## config.mk

```make
export PLATFORM = sky130hd
export DESIGN_NAME = respPacketTx
export DESIGN_NICKNAME = d
export VERILOG_FILES = /design/src/rtl/respTxPkg.sv /design/src/rtl/txCtrl.sv /design/src/rtl/txDatapath.sv /design/src/rtl/respPacketTx.sv
export SDC_FILE = /design/constraint.sdc
export NUM_CORES = 2
export LEC_CHECK = 0
export ABC_CLOCK_PERIOD_IN_PS = 7360
export BUFFER_PORTS_ARGS = -buffer_cell sky130_fd_sc_hd__buf_4
export CAP_MARGIN = 0
export CELL_PAD_IN_SITES_DETAIL_PLACEMENT = 0
export CELL_PAD_IN_SITES_GLOBAL_PLACEMENT = 1
export CORE_ASPECT_RATIO = 1.1
export CORE_UTILIZATION = 55
export DETAILED_ROUTE_END_ITERATION = 16
export PLACE_DENSITY_LB_ADDON = 0.1
export SYNTH_ARGS = -nofsm -noshare
export SYNTH_HDL_FRONTEND = slang
export SYNTH_SLANG_ARGS = --single-unit
```

## constraint.sdc

```tcl
create_clock -name clk -period 7.36 [get_ports clk]
set_input_delay 0.736 -clock clk [delete_from_list [all_inputs] [get_ports clk]]
set_output_delay 0.736 -clock clk [all_outputs]
set_load 0.05 [all_outputs]
```

## src/rtl/respTxPkg.sv

```systemverilog
package respTxPkg;

  // Source of the byte served for the current frame position
  typedef enum logic [2:0] {
    SRC_FEAT,
    SRC_CMD,
    SRC_LENH,
    SRC_LENL,
    SRC_DATA,
    SRC_CRCL,
    SRC_CRCH,
    SRC_FILL
  } srcSel_e;

  // Strobes from control to datapath
  typedef struct packed {
    logic    restart;
    logic    emit;
    logic    crcUpd;
    srcSel_e src;
  } txStrobe_t;

  // One byte through the bit-reflected CRC-16 (0x1021 reversed = 0x8408)
  function automatic logic [15:0] crcStep(input logic [15:0] crcIn, input logic [7:0] dIn);
    logic [15:0] c;
    c = crcIn;
    for (int i = 0; i < 8; i++) begin
      if (c[0] ^ dIn[i]) c = (c >> 1) ^ 16'h8408;
      else               c = c >> 1;
    end
    return c;
  endfunction

endpackage

```

## src/rtl/txCtrl.sv

```systemverilog
module txCtrl
  import respTxPkg::*;
#(
  parameter int MAX_PAYLOAD = 256,
  localparam int LEN_W  = $clog2(MAX_PAYLOAD + 1),
  localparam int PTR_W  = $clog2(MAX_PAYLOAD + 7),
  localparam int BUF_AW = $clog2(MAX_PAYLOAD)
) (
  input  logic              clk,
  input  logic              rstN,
  input  logic              rdStart,
  input  logic              byteReq,
  input  logic [LEN_W-1:0]  payLen,
  output txStrobe_t         strb,
  output logic [BUF_AW-1:0] dataIdx
);

  logic [PTR_W-1:0] ptr;
  logic [PTR_W-1:0] dataEnd;
  logic [PTR_W-1:0] frameEnd;
  srcSel_e          srcNow;

  assign dataEnd  = PTR_W'(payLen) + PTR_W'(4);
  assign frameEnd = dataEnd + PTR_W'(2);
  assign dataIdx  = BUF_AW'(ptr - PTR_W'(4));

  // Frame position decode
  always_comb begin
    if (ptr == PTR_W'(0))               srcNow = SRC_FEAT;
    else if (ptr == PTR_W'(1))          srcNow = SRC_CMD;
    else if (ptr == PTR_W'(2))          srcNow = SRC_LENH;
    else if (ptr == PTR_W'(3))          srcNow = SRC_LENL;
    else if (ptr < dataEnd)             srcNow = SRC_DATA;
    else if (ptr == dataEnd)            srcNow = SRC_CRCL;
    else if (ptr == dataEnd + PTR_W'(1)) srcNow = SRC_CRCH;
    else                                srcNow = SRC_FILL;
  end

  always_comb begin
    strb.restart = rdStart;
    strb.emit    = byteReq & ~rdStart;
    strb.crcUpd  = strb.emit & (ptr < dataEnd);
    strb.src     = srcNow;
  end

  always_ff @(posedge clk or negedge rstN) begin
    if (!rstN)                                ptr <= '0;
    else if (strb.restart)                    ptr <= '0;
    else if (strb.emit && (ptr < frameEnd))   ptr <= ptr + PTR_W'(1);
  end


  fill_holds_chk: assert property (@(posedge clk) disable iff (!rstN)
    (strb.emit && srcNow == SRC_FILL) |=> $stable(ptr));


  ptr_idle_chk: assert property (@(posedge clk) disable iff (!rstN)
    (!rdStart && !byteReq) |=> $stable(ptr));

endmodule

```

## src/rtl/txDatapath.sv

```systemverilog
module txDatapath
  import respTxPkg::*;
#(
  parameter int MAX_PAYLOAD = 256,
  localparam int LEN_W  = $clog2(MAX_PAYLOAD + 1),
  localparam int BUF_AW = $clog2(MAX_PAYLOAD)
) (
  input  logic              clk,
  input  logic              rstN,
  input  logic              reqWrEn,
  input  logic [7:0]        reqFeature,
  input  logic [7:0]        reqCommand,
  input  logic              lenWrEn,
  input  logic [15:0]       lenWrData,
  input  logic              bufWrEn,
  input  logic [BUF_AW-1:0] bufWrAddr,
  input  logic [7:0]        bufWrData,
  input  txStrobe_t         strb,
  input  logic [BUF_AW-1:0] dataIdx,
  output logic [LEN_W-1:0]  payLen,
  output logic [7:0]        txData,
  output logic              txValid
);

  logic [7:0]  featReg;
  logic [7:0]  cmdReg;
  logic [15:0] crcReg;
  logic [15:0] len16;
  logic [7:0]  curByte;
  logic [7:0]  payBuf [MAX_PAYLOAD];

  assign len16 = 16'(payLen);

  always_ff @(posedge clk or negedge rstN) begin
    if (!rstN) begin
      featReg <= '0;
      cmdReg  <= '0;
    end else if (reqWrEn) begin
      featReg <= reqFeature;
      cmdReg  <= reqCommand;
    end
  end

  always_ff @(posedge clk or negedge rstN) begin
    if (!rstN) payLen <= '0;
    else if (lenWrEn) begin
      if (lenWrData > 16'(MAX_PAYLOAD)) payLen <= LEN_W'(MAX_PAYLOAD);
      else                              payLen <= LEN_W'(lenWrData);
    end
  end

  always_ff @(posedge clk) begin
    if (bufWrEn) payBuf[bufWrAddr] <= bufWrData;
  end

  always_comb begin
    case (strb.src)
      SRC_FEAT: curByte = featReg;
      SRC_CMD:  curByte = cmdReg;
      SRC_LENH: curByte = len16[15:8];
      SRC_LENL: curByte = len16[7:0];
      SRC_DATA: curByte = payBuf[dataIdx];
      SRC_CRCL: curByte = crcReg[7:0];
      SRC_CRCH: curByte = crcReg[15:8];
      default:  curByte = 8'hFF;
    endcase
  end

  always_ff @(posedge clk or negedge rstN) begin
    if (!rstN)              crcReg <= 16'hFFFF;
    else if (strb.restart)  crcReg <= 16'hFFFF;
    else if (strb.crcUpd)   crcReg <= crcStep(crcReg, curByte);
  end

  always_ff @(posedge clk or negedge rstN) begin
    if (!rstN) begin
      txData  <= '0;
      txValid <= 1'b0;
    end else begin
      txValid <= strb.emit;
      if (strb.emit) txData <= curByte;
    end
  end


  crc_seed_chk: assert property (@(posedge clk) disable iff (!rstN)
    strb.restart |=> (crcReg == 16'hFFFF));


  crc_hold_chk: assert property (@(posedge clk) disable iff (!rstN)
    (!strb.restart && !strb.crcUpd) |=> $stable(crcReg));


  fill_byte_chk: assert property (@(posedge clk) disable iff (!rstN)
    (strb.emit && strb.src == SRC_FILL) |=> (txData == 8'hFF));


  len_clamp_chk: assert property (@(posedge clk) disable iff (!rstN)
    payLen <= LEN_W'(MAX_PAYLOAD));

endmodule

```

## src/rtl/respPacketTx.sv

```systemverilog
module respPacketTx
  import respTxPkg::*;
#(
  parameter int MAX_PAYLOAD = 256,
  localparam int LEN_W  = $clog2(MAX_PAYLOAD + 1),
  localparam int BUF_AW = $clog2(MAX_PAYLOAD)
) (
  input  logic              clk,
  input  logic              rstN,
  input  logic              reqWrEn,
  input  logic [7:0]        reqFeature,
  input  logic [7:0]        reqCommand,
  input  logic              lenWrEn,
  input  logic [15:0]       lenWrData,
  input  logic              bufWrEn,
  input  logic [BUF_AW-1:0] bufWrAddr,
  input  logic [7:0]        bufWrData,
  input  logic              rdStart,
  input  logic              byteReq,
  output logic [7:0]        txData,
  output logic              txValid
);

  txStrobe_t         strb;
  logic [BUF_AW-1:0] dataIdx;
  logic [LEN_W-1:0]  payLen;

  txCtrl #(.MAX_PAYLOAD(MAX_PAYLOAD)) ctrl_i (
    .clk     (clk),
    .rstN    (rstN),
    .rdStart (rdStart),
    .byteReq (byteReq),
    .payLen  (payLen),
    .strb    (strb),
    .dataIdx (dataIdx)
  );

  txDatapath #(.MAX_PAYLOAD(MAX_PAYLOAD)) dp_i (
    .clk        (clk),
    .rstN       (rstN),
    .reqWrEn    (reqWrEn),
    .reqFeature (reqFeature),
    .reqCommand (reqCommand),
    .lenWrEn    (lenWrEn),
    .lenWrData  (lenWrData),
    .bufWrEn    (bufWrEn),
    .bufWrAddr  (bufWrAddr),
    .bufWrData  (bufWrData),
    .strb       (strb),
    .dataIdx    (dataIdx),
    .payLen     (payLen),
    .txData     (txData),
    .txValid    (txValid)
  );


  valid_timing_chk: assert property (@(posedge clk) disable iff (!rstN)
    txValid |-> ($past(byteReq) && !$past(rdStart)));

endmodule

```

==> out/metrics.yaml <==
status:
  outcome: "complete, no violations"
clock_tree:
  cts_max_level: 4
  clk_latency_ns: 0.86
  cts_buffers: 204
  cts_sinks: 2107
  clk_pin_slew_ns: 0.07
  cts_root_buf: "clkbuf_16"
  cts_resized: 0
  post_cts_buffers: 0
  clockBufferDepth: 3
  cts_tree: "yes"
global_routing:
  grt_max_degree: 181
  grt_first_pass_wirelength_mm: 329
  grtUsageTotal_pct: 30.6
  gr-total-overflow: 0
  grt_busiest_layer: "met2"
  grt_use_met2_pct: 47.9
  grt_pass1_vias: 42663
  grt_use_met1_pct: 43.0
  use_met3_pct: 6.40
  antenna_found_initial: 12
floorplanning:
  core_area_um2: 152000
  die-area_um2: 155000
  rows: 150
  start_util_pct: 55.4
  io_pins: 64
  dieHeight_um: 412
  die_w_um: 375
timing:
  clock_skew_ns: 0.0355
  worst_slew_pin_slew_ns: 1.32
  timing.setup.tns_ns: 0
  fin_crit_sh_pct: 84.0
  rsz0062_at_grt: "false"
  slew_headroom_pct: 12.2
  worst_slack_ns: 1.18
  timing.fmax_mhz: 162
  setup_violations: 0
  final_hold_viol_count: 0
  finalMaxSlewViolations: 0
  period_minus_slack_ns: 6.18
synthesis:
  syn_area_um2: 84200
  synthArstFlopShare_pct: 2.80
  synth-seq-area-share_pct: 74.8
  synth-main-ff-cell: "edfxtp_1"
  synth_nets: 4313
  synthCells: 4230
  yosysWarnings: 0
  synth-seq-cells: 2107
  ys_types: 93
  synth_edf_count: 2048
  avgSynthCellArea_um2: 19.9
critical_path:
  crit_type: "register to register"
  r2r-start: "ctrl_i.ptr[2]"
  rr_worst_depth: 11
  worstReg2RegEnd: "dp_i.crcReg[10]"
  worstSetupEndpointType: "register"
  worst_setup_path_start_kind: "register"
  worstPathArrival_ns: 6.97
  cp.required_ns: 8.15
  r2r_setup_slack_ns: 1.18
  critPathMaxFanout: 22
worst_hold_path:
  hold_path.class: "primary input to register"
  hp-start: "lenWrData[4]"
  holdPathStages: 3
  hold_path_end: "dp_i.payLen[4]"
pwr:
  power-per-cell-area_nw_per_um2: 276
  vdd_ir_drop_max_mv: 0.217
  power_w: 0.0258
  p_leak_nw: 29.0
route:
  routed_via_density: 6.69
  drt_first_pass_iters: 6
  drc: 0
  drtIter0Drc: 5614
  wirelength_mm: 233
  avgRoutedWirePerCell_um: 35.9
  vias: 43486
  drt.antenna.violating_nets: 0
layout:
  final_common_cell: "edfxtp_1"
  regArea_um2: 63000
  instances_no_fill: 6500
  areaGrowthSynthToFinish_pct: 10.9
  layout_common_cells: "edfxtp_1 (2048), mux4_2 (499), nor2_1 (351)"
  fin_util_pct: 61.4
  fillers: 10638
  final_net_count: 4434
  multi_input_area_um2: 19900
  drive_gt1_share_pct: 22.6
placement:
  dp.cells: 6120
  portBuffers: 63
  pre_cts_slack_ns: 1.38
  dp_hpwl_mm: 146
  place_congestion: 0.890
job:
  maxCapViolations: 0
==> worst max-delay path by stage <==
stage | start | end | slack, ns | cells after the start
final | ctrl_i.ptr[2] | dp_i.crcReg[10] | 1.18 | 11
after global routing | ctrl_i.ptr[3] | dp_i.crcReg[0] | 1.05 | 13
after CTS | ctrl_i.ptr[2] | dp_i.crcReg[0] | 1.35 | 13
after detailed placement | ctrl_i.ptr[2] | dp_i.crcReg[10] | 1.38 | 11
after global placement | ctrl_i.ptr[2] | dp_i.crcReg[10] | 1.39 | 11
after floorplan | ctrl_i.ptr[2] | dp_i.crcReg[1] | 2.41 | 21
==> per-layer routing <==
layer  vias up  routed length (um)  part of all wire [%]
li1      17732                   -                     -
met1     22972               91100                    39
met2      2358              112000                    48
met3       418               21800                   9.3
met4         6                8560                   3.7
met5         -                  40                 0.017
==> report_power, final <==
group	total [W]	leakage [nW]	switching (W)	internal [W]
clock	0.0103	3.17	0.00448	0.00579
sequential	0.0134	19.1	0.0000952	0.0133
combinational	0.00217	6.73	0.00131	0.000860
==> through the flow <==
stage	hold WS (ns)	instance area [um^2]
floorplan	0.440	84200
CTS	0.0487	93400
detailed placement	0.476	86900
global route	0.0784	93400
finish	0.0969	93400
global placement	0.468	86800
==> registers in the layout, indices dropped and copies added (netlist names) <==
signal        count
dp_i.payBuf    2048
dp_i.txData       8
dp_i.payLen       9
dp_i.featReg      8
ctrl_i.ptr        9
dp_i.crcReg      16
dp_i.cmdReg       8
dp_i.txValid      1
==> worst max-delay path, cell delays in order, from the launching register on <==
cell      delay, ns
dfrtp_4        0.65
o31ai_1        0.88
nand2_2        0.84
nor2_1         1.24
a21oi_1        0.38
o2bb2a_1       0.37
o311ai_1       0.24
o21ai_0        0.48
nor4b_2        0.12
or2_2          0.35
xnor3_1        0.37
a21oi_1        0.15
==> layout make-up <==
type                       instances  area share (%)
antenna                            6          0.0161
sequential                      2107            67.4
inverter                          24           0.102
clock inverter                   115            1.11
timing repair buffer             158            1.53
clock buffer                     258            5.87
multi-input combinational       1856            21.3
tap                             1976            2.65
==> what timing repair did <==
item                                   4_1_cts  5_1_grt
setup endpoints to repair                    0        0
endpoints found under the hold margin       43        0
hold buffers                                 1        0
==> logic make-up after synthesis <==
family | after synthesis | synth area share (%)
adder cells (fa/ha/maj) | 28 | 0.416
flip-flops | 2107 | 74.8
multiplexers | 651 | 15.2
AND/OR/NAND/NOR | 702 | 3.68
AO/OA/AOI/OAI | 428 | 3.57
buffers and inverters | 267 | 1.69
XOR/XNOR | 47 | 0.612
==> Yosys cell counts, types with 14 or more instances <==
library cell,number,area share (%)
clkbuf_1,99,0.44
nor2b_1,17,0.13
mux2i_1,123,1.5
dfrtp_1,43,1.3
a22o_1,17,0.18
a22oi_1,74,0.66
nand4_1,27,0.20
buf_6,26,0.35
o21ai_0,68,0.40
a31oi_1,15,0.11
xnor2_1,25,0.26
nand3_1,62,0.37
mux2_2,27,0.36
o22ai_1,40,0.30
edfxtp_1,2048,73
a221oi_1,22,0.23
mux4_2,499,13
a21oi_1,59,0.35
ha_1,28,0.42
buf_2,74,0.44
inv_1,20,0.089
nor3_1,34,0.20
dfstp_2,16,0.50
a211oi_1,14,0.12
nor2_1,352,1.6
xor2_1,14,0.15
buf_4,30,0.27
nand2_1,140,0.62
Note: power is estimated with default switching activity, not from simulation.
